### config.mk
export PLATFORM = sky130hd
export DESIGN_NAME = sync_burst_sram
export DESIGN_NICKNAME = d
export VERILOG_FILES = /design/src/rtl/sync_burst_sram.sv
export SDC_FILE = /design/constraint.sdc
export NUM_CORES = 2
export LEC_CHECK = 0
export ABC_CLOCK_PERIOD_IN_PS = 2500
export BUFFER_PORTS_ARGS = -buffer_cell sky130_fd_sc_hd__buf_2
export CAP_MARGIN = 20
export CORE_AREA = 2 2 498 747
export CTS_CLUSTER_SIZE = 24
export DETAILED_ROUTE_END_ITERATION = 8
export DIE_AREA = 0 0 500 749
export GPL_TIMING_DRIVEN = 0
export PLACE_DENSITY = 0.43
export SLEW_MARGIN = 10
export SYNTH_ARGS = -nofsm -noshare
export SYNTH_HDL_FRONTEND = slang
export SYNTH_SLANG_ARGS = --single-unit
export TNS_END_PERCENT = 30
### constraint.sdc
create_clock -name clk -period 2.5 [get_ports clk]
set_input_delay 0.5 -clock clk [delete_from_list [all_inputs] [get_ports clk]]
set_output_delay 0.5 -clock clk [all_outputs]
set_load 0.05 [all_outputs]
### src/rtl/sync_burst_sram.sv
module sync_burst_sram #(
  parameter int ADDR_W = 6,
  parameter int LANES  = 4,
  parameter int LANE_W = 9
) (
  input  logic                    clk,
  input  logic                    rst_n,
  input  logic [ADDR_W-1:0]       addr,
  input  logic                    cs1_n,
  input  logic                    cs2,
  input  logic                    cs3_n,
  input  logic                    bw_n,
  input  logic [LANES-1:0]        lane_n,
  input  logic                    gw_n,
  input  logic [LANES*LANE_W-1:0] wdata,
  input  logic                    pipe_sel,
  input  logic                    oe_n,
  input  logic                    sleep,
  output logic [LANES*LANE_W-1:0] rdata,
  output logic                    rdata_oe
);
  localparam int WORD_W = LANES * LANE_W;
  localparam int DEPTH  = 1 << ADDR_W;

  logic              sel, wr_go, rd_go;
  logic [LANES-1:0]  wr_lanes;
  logic [WORD_W-1:0] bit_mask, cur_word, ra_word, pipe_q;
  logic [ADDR_W-1:0] ra;
  logic              rd_act, pipe_act, src_act;

  assign sel      = !cs1_n && cs2 && !cs3_n;
  assign wr_lanes = !gw_n ? {LANES{1'b1}} : (bw_n ? '0 : ~lane_n);
  assign wr_go    = sel && !sleep && (|wr_lanes);
  assign rd_go    = sel && !sleep && !(|wr_lanes);

  for (genvar i = 0; i < LANES; i++) begin : g_lane
    logic [LANE_W-1:0] bank [DEPTH];
    always_ff @(posedge clk)
      if (wr_go && wr_lanes[i]) bank[addr] <= wdata[i*LANE_W +: LANE_W];
    assign cur_word[i*LANE_W +: LANE_W] = bank[addr];
    assign ra_word[i*LANE_W +: LANE_W]  = bank[ra];
    assign bit_mask[i*LANE_W +: LANE_W] = {LANE_W{wr_lanes[i]}};
  end

  always_ff @(posedge clk) begin
    ra     <= addr;
    pipe_q <= ra_word;
  end

  always_ff @(posedge clk or negedge rst_n)
    if (!rst_n) begin
      rd_act   <= 1'b0;
      pipe_act <= 1'b0;
    end else begin
      rd_act   <= rd_go;
      pipe_act <= rd_act;
    end

  assign src_act  = pipe_sel ? pipe_act : rd_act;
  assign rdata_oe = src_act && !oe_n && !sleep;
  assign rdata    = rdata_oe ? (pipe_sel ? pipe_q : ra_word) : '0;

  p_desel_idle_r1: assert property (@(posedge clk) disable iff (!rst_n)
    !sel |=> !rd_act);

  p_pipe_lag_r3: assert property (@(posedge clk) disable iff (!rst_n)
    rd_act |=> (pipe_act && pipe_q == $past(ra_word)));

  p_lane_keep_r4: assert property (@(posedge clk) disable iff (!rst_n)
    (wr_go && gw_n) |=> ((ra_word & ~$past(bit_mask)) == ($past(cur_word) & ~$past(bit_mask))
                        && (ra_word & $past(bit_mask)) == ($past(wdata) & $past(bit_mask))));

  p_global_all_r5: assert property (@(posedge clk) disable iff (!rst_n)
    (sel && !sleep && !gw_n) |=> ra_word == $past(wdata));

  p_no_drive_r7: assert property (@(posedge clk) disable iff (!rst_n)
    oe_n |-> !rdata_oe && rdata == '0);

  p_sleep_quiet_r8: assert property (@(posedge clk) disable iff (!rst_n)
    sleep |=> !rd_act && $stable(cur_word) || !$stable(addr));
endmodule

Yosys cells after proc, flatten, opt, wreduce, memory -nomap -nowiden
Memories as Yosys holds them, arrays and structs flattened. A register that Yosys moved wholly into a read port is not among the register bits.
Index checks and enable logic that the tools add are counted.
Cells by class
  muxes and demuxes: 13
  reductions and logical operators: 17
  bitwise logic cells: 1
Operators by type and width (number)
  2-to-1 mux 36 bit: 2
  logical AND 1 bit: 11
  2-to-1 mux 1 bit: 9
  2-to-1 mux 4 bit: 2
  logical NOT 1 bit: 5
  inverter 4 bit: 1
  OR reduction 4 bit: 1
Word-level totals
  register bits: 38
  bits of input ports: 56
  output and inout bits: 37
  memories kept: 4
  word-level logic and storage cells: 38
  RAM bits: 2304
Memories
  g_lane[0].bank: depth 64, bits a word 9, rd ports 1, clocked after memory_dff 1, write ports 1, line 37  | logic [LANE_W-1:0] bank [DEPTH];
  g_lane[1].bank: depth 64, bits a word 9, rd ports 1, clocked after memory_dff 1, write ports 1, line 37
  g_lane[2].bank: depth 64, bits a word 9, rd ports 1, clocked after memory_dff 1, write ports 1, line 37
  g_lane[3].bank: depth 64, bits a word 9, rd ports 1, clocked after memory_dff 1, write ports 1, line 37

Logic depth before layout (Yosys ltp)
  word-level depth: 8
  depth in mapped cells: 10
  gate-level depth less buffers: 6

Worst setup path after synthesis
OpenSTA, ideal clock, no wires.
  path kind: reg-to-output
  start: register (tool-made name)
  end: output rdata[14]
  path buffers: 2
  slack: -0.539 ns
  arrival: 2.539 ns
  stages on the path, launching flop included: 8
  path through: dfxtp_1 > buf_4 > buf_2 > nor2b_1 > nand2_1 > a31oi_1 > nor2_1 > o31ai_1
RTL lines
  end: declaration: line 19  | output logic [LANES*LANE_W-1:0] rdata,

==> impl_results.md <==
- Run status: finished, violations left
- Failing checks: negative setup slack
- Clk buf depth: 4
- Cell with the most instances after synthesis: edfxtp_1
- Crit Path Max Fanout: 8
- Num CTS Buffers: 222
- Crit. End Element: primary output
- Worst Hold Depth: 1
- IO buf count: 92
- DIE WIDTH: roughly 500 um
- Routed WL per cell: 33.7 um
- Worst R2R End: pipe_q[21]$_DFF_P_
- GR peak layer: met2
- Met1 GRT Util: 19.4%
- Die area: about 370000 um2
- Hold EP: g_lane[0].bank[53][6]$_DFFE_PP_
- Setup violators final: around 660
- Worst Tran Pin Value: 1.24 ns
- Pwr per Cell Area: 735 nW/um2
- First-pass GRT wire length: ~500 mm
- CTS tree: yes
- Worst endpoint data arrival time: around 4 ns
- Async SR Flop Fraction: less than 1%
- Syn_nets: roughly 5500
- Syn_area_per_cell: between 15 and 20 um2
- Tot Pwr: 84.3 mW
- Area Overhead vs Synth: 25.2%
- Hold Fails Final Rpt: 0
- Clk_lat worst skew: about 0.92 ns
- Depth of the worst register-to-register path: 26
- Core ar.: roughly 370000 um2
- Synth unique cells: 41
- Placed Area: 101000 um2
- Tot GR Track Use: 19.4%
- Worst-path clk slew: ~0.060 ns
- Flop2flop setup slack: -1.78 ns
- Post-DP HPWL: between 200 and 300 mm
- Met3 Use GR: under 10%
- DP Worst Slack: -2.59 ns
- Biggest area consumer among synthesized cells: edfxtp_1
- Worst endpoint required time: 2.00 ns
- Clk root buf: clkbuf_16
- Post-synthesis sequential area ratio: 76.5%
- Largest net degree at the start of global routing: 65
- DRT iter0 DRCs: around 4900
- Vias per cell: approximately 4.8
- Worst VDD drop: roughly 0.6 mV
- Static Leakage: between 30 and 40 nW
- M2 GR Usage: about 37%
- Final core occ: a little under a third
- DR vias: around 54000
- Mapped Area: between 90000 and 100000 um2
- Final worst path period share: 178%
- Htree depth: 4
- Rel. slew slack: between 10% and 20%
- Yosys warnings: 0
- Number of flops mapped to enable cells by yosys: approximately 2300
- RSZ-0062 raised after global routing: true
- Final WS setup: -1.96 ns
- Top FF cell, synth: edfxtp_1
- Max-cap violations: 0
- Initial antenna violation count: 16
- Clock Skews: 0.0504 ns
- Initial core utilization: ~25%
- Yosys reg bits: approximately 2300
- Kind of critical path: reg2out
- HP Start: wdata[6]
- Cells after Synth: roughly 5500
- Drt first pass iters: 7
- Vias in the first global route: 53592
- Routability congestion estimate: about 0.90
- Io pins: 93
- Detail Route Antenna Nets: 0
- Max-slew violation count: 0
- Share of layout cells above drive strength 1: between 20% and 30%
- Synth area leaders: edfxtp_1, mux2i_1, nor2_1
- Setup TNS: -135.11 ns
- CTS sink count: approximately 2300
- Design Area, Final: 115000 um2
- Fmax: 224 MHz
- # rows: about 270
- Min Tclk post-route: approximately 4.5 ns
- Gr ovfl total: 0
- Crit path launch type: register
- DRT Wirelength: around 380 mm
- Top cell types by occurrence after synthesis: edfxtp_1, mux2i_1, nor2_1
- Post-layout net count: roughly 6200
- Tightest Hold Check Type: in2reg
- Die Y: 749 um
- Top cell type's share of synthesized area: roughly 76%
- DRC Markers: 0
[cells in the final DEF, fill, tap and decap left out, drive strengths merged, types with 2 or more instances in the layout]
cell type	count
a21oi	136
nand4b	3
dlygate4sd3	20
nor2b	6
dfrtp	2
o22ai	204
o31ai	2
or2	3
diode	10
and3	2
dfxtp	42
a31oi	6
nor3b	6
nand4	69
and3b	3
inv	36
buf	655
bufinv	26
edfxtp	2304
o21ai	72
nand4bb	3
nand3	188
nor4	36
nand2	251
clkinvlp	9
mux4	20
nor2	437
clkbuf	400
a22oi	146
nor3	46
nand2b	4
clkinv	91
mux2i	1113
[state kept, by name, indices dropped and copies added (netlist names), named ones only]
register / cells
pipe_q: 36
pipe_act: 1
g_lane.bank: 2304
rd_act: 1
[kinds of logic after synthesis]
group           Yosys count  share of synthesized area, %
buf+inv                 360                          1.87
simple gates           1061                          5.12
flops                  2348                          76.5
compound gates          567                          3.80
mux                    1133                          12.7
[final cells by class]
cell class	count	area (um2)
antenna	10	25.0
buffer	318	3100
clock buffer	279	5910
clock inverter	127	1310
fill	35708	253000
inverter	35	136
multi-input combinational	2761	22900
sequential	2348	70100
tap	4812	6020
timing repair buffer	479	5170
[power by group]
part,switching (mW),internal [mW]
logic,4.21,2.00
clock network,15.4,19.4
registers,0.0428,43.3
[repair_timing]
action                                   CTS  global route
hold buffers                              20             0
endpoints found under the setup margin  1665          1639
resized for setup                        804           374
buffers inserted                          59            87
gates cloned                               3             2
pin swaps                                133           115
hold endpoints to repair                 111             0
[through the flow]
stage               hold slack [ns]  instances
floorplan                     0.204       5469
global placement              0.287      10373
detailed placement            0.288      10576
CTS                          0.0325      11062
global route                 0.0466      11161
finish                       0.0914      11169
[per-layer routing]
layer | up-vias | part of all wire, %
li1 | 22741 | -
met1 | 28184 | 33
met2 | 2060 | 54
met3 | 754 | 4.7
met4 | 4 | 8.9
met5 | - | 0.0061
[worst max-delay path, cell delays in order (launching register included)]
cell	delay (ns)
dfxtp_2	0.34
buf_12	0.14
buf_16	0.17
buf_16	0.18
buf_12	0.16
buf_16	0.16
buf_12	0.12
mux2i_1	0.20
o22ai_2	0.13
nor3_4	0.41
nand4_1	0.41
nand2_2	0.22
o21ai_4	0.13
buf_8	0.19
[worst max-delay path by stage]
stage	start	to	slack [ns]	cells past startpoint
after floorplan	register	rdata[35]	-0.21	9
after detailed placement	register	rdata[25]	-2.59	10
after CTS	register	rdata[12]	-1.95	11
after global routing	register	rdata[21]	-1.94	12
after global placement	register	rdata[18]	-3.74	9
final	register	rdata[26]	-1.96	13
Note: power is estimated with default switching activity, not from simulation.
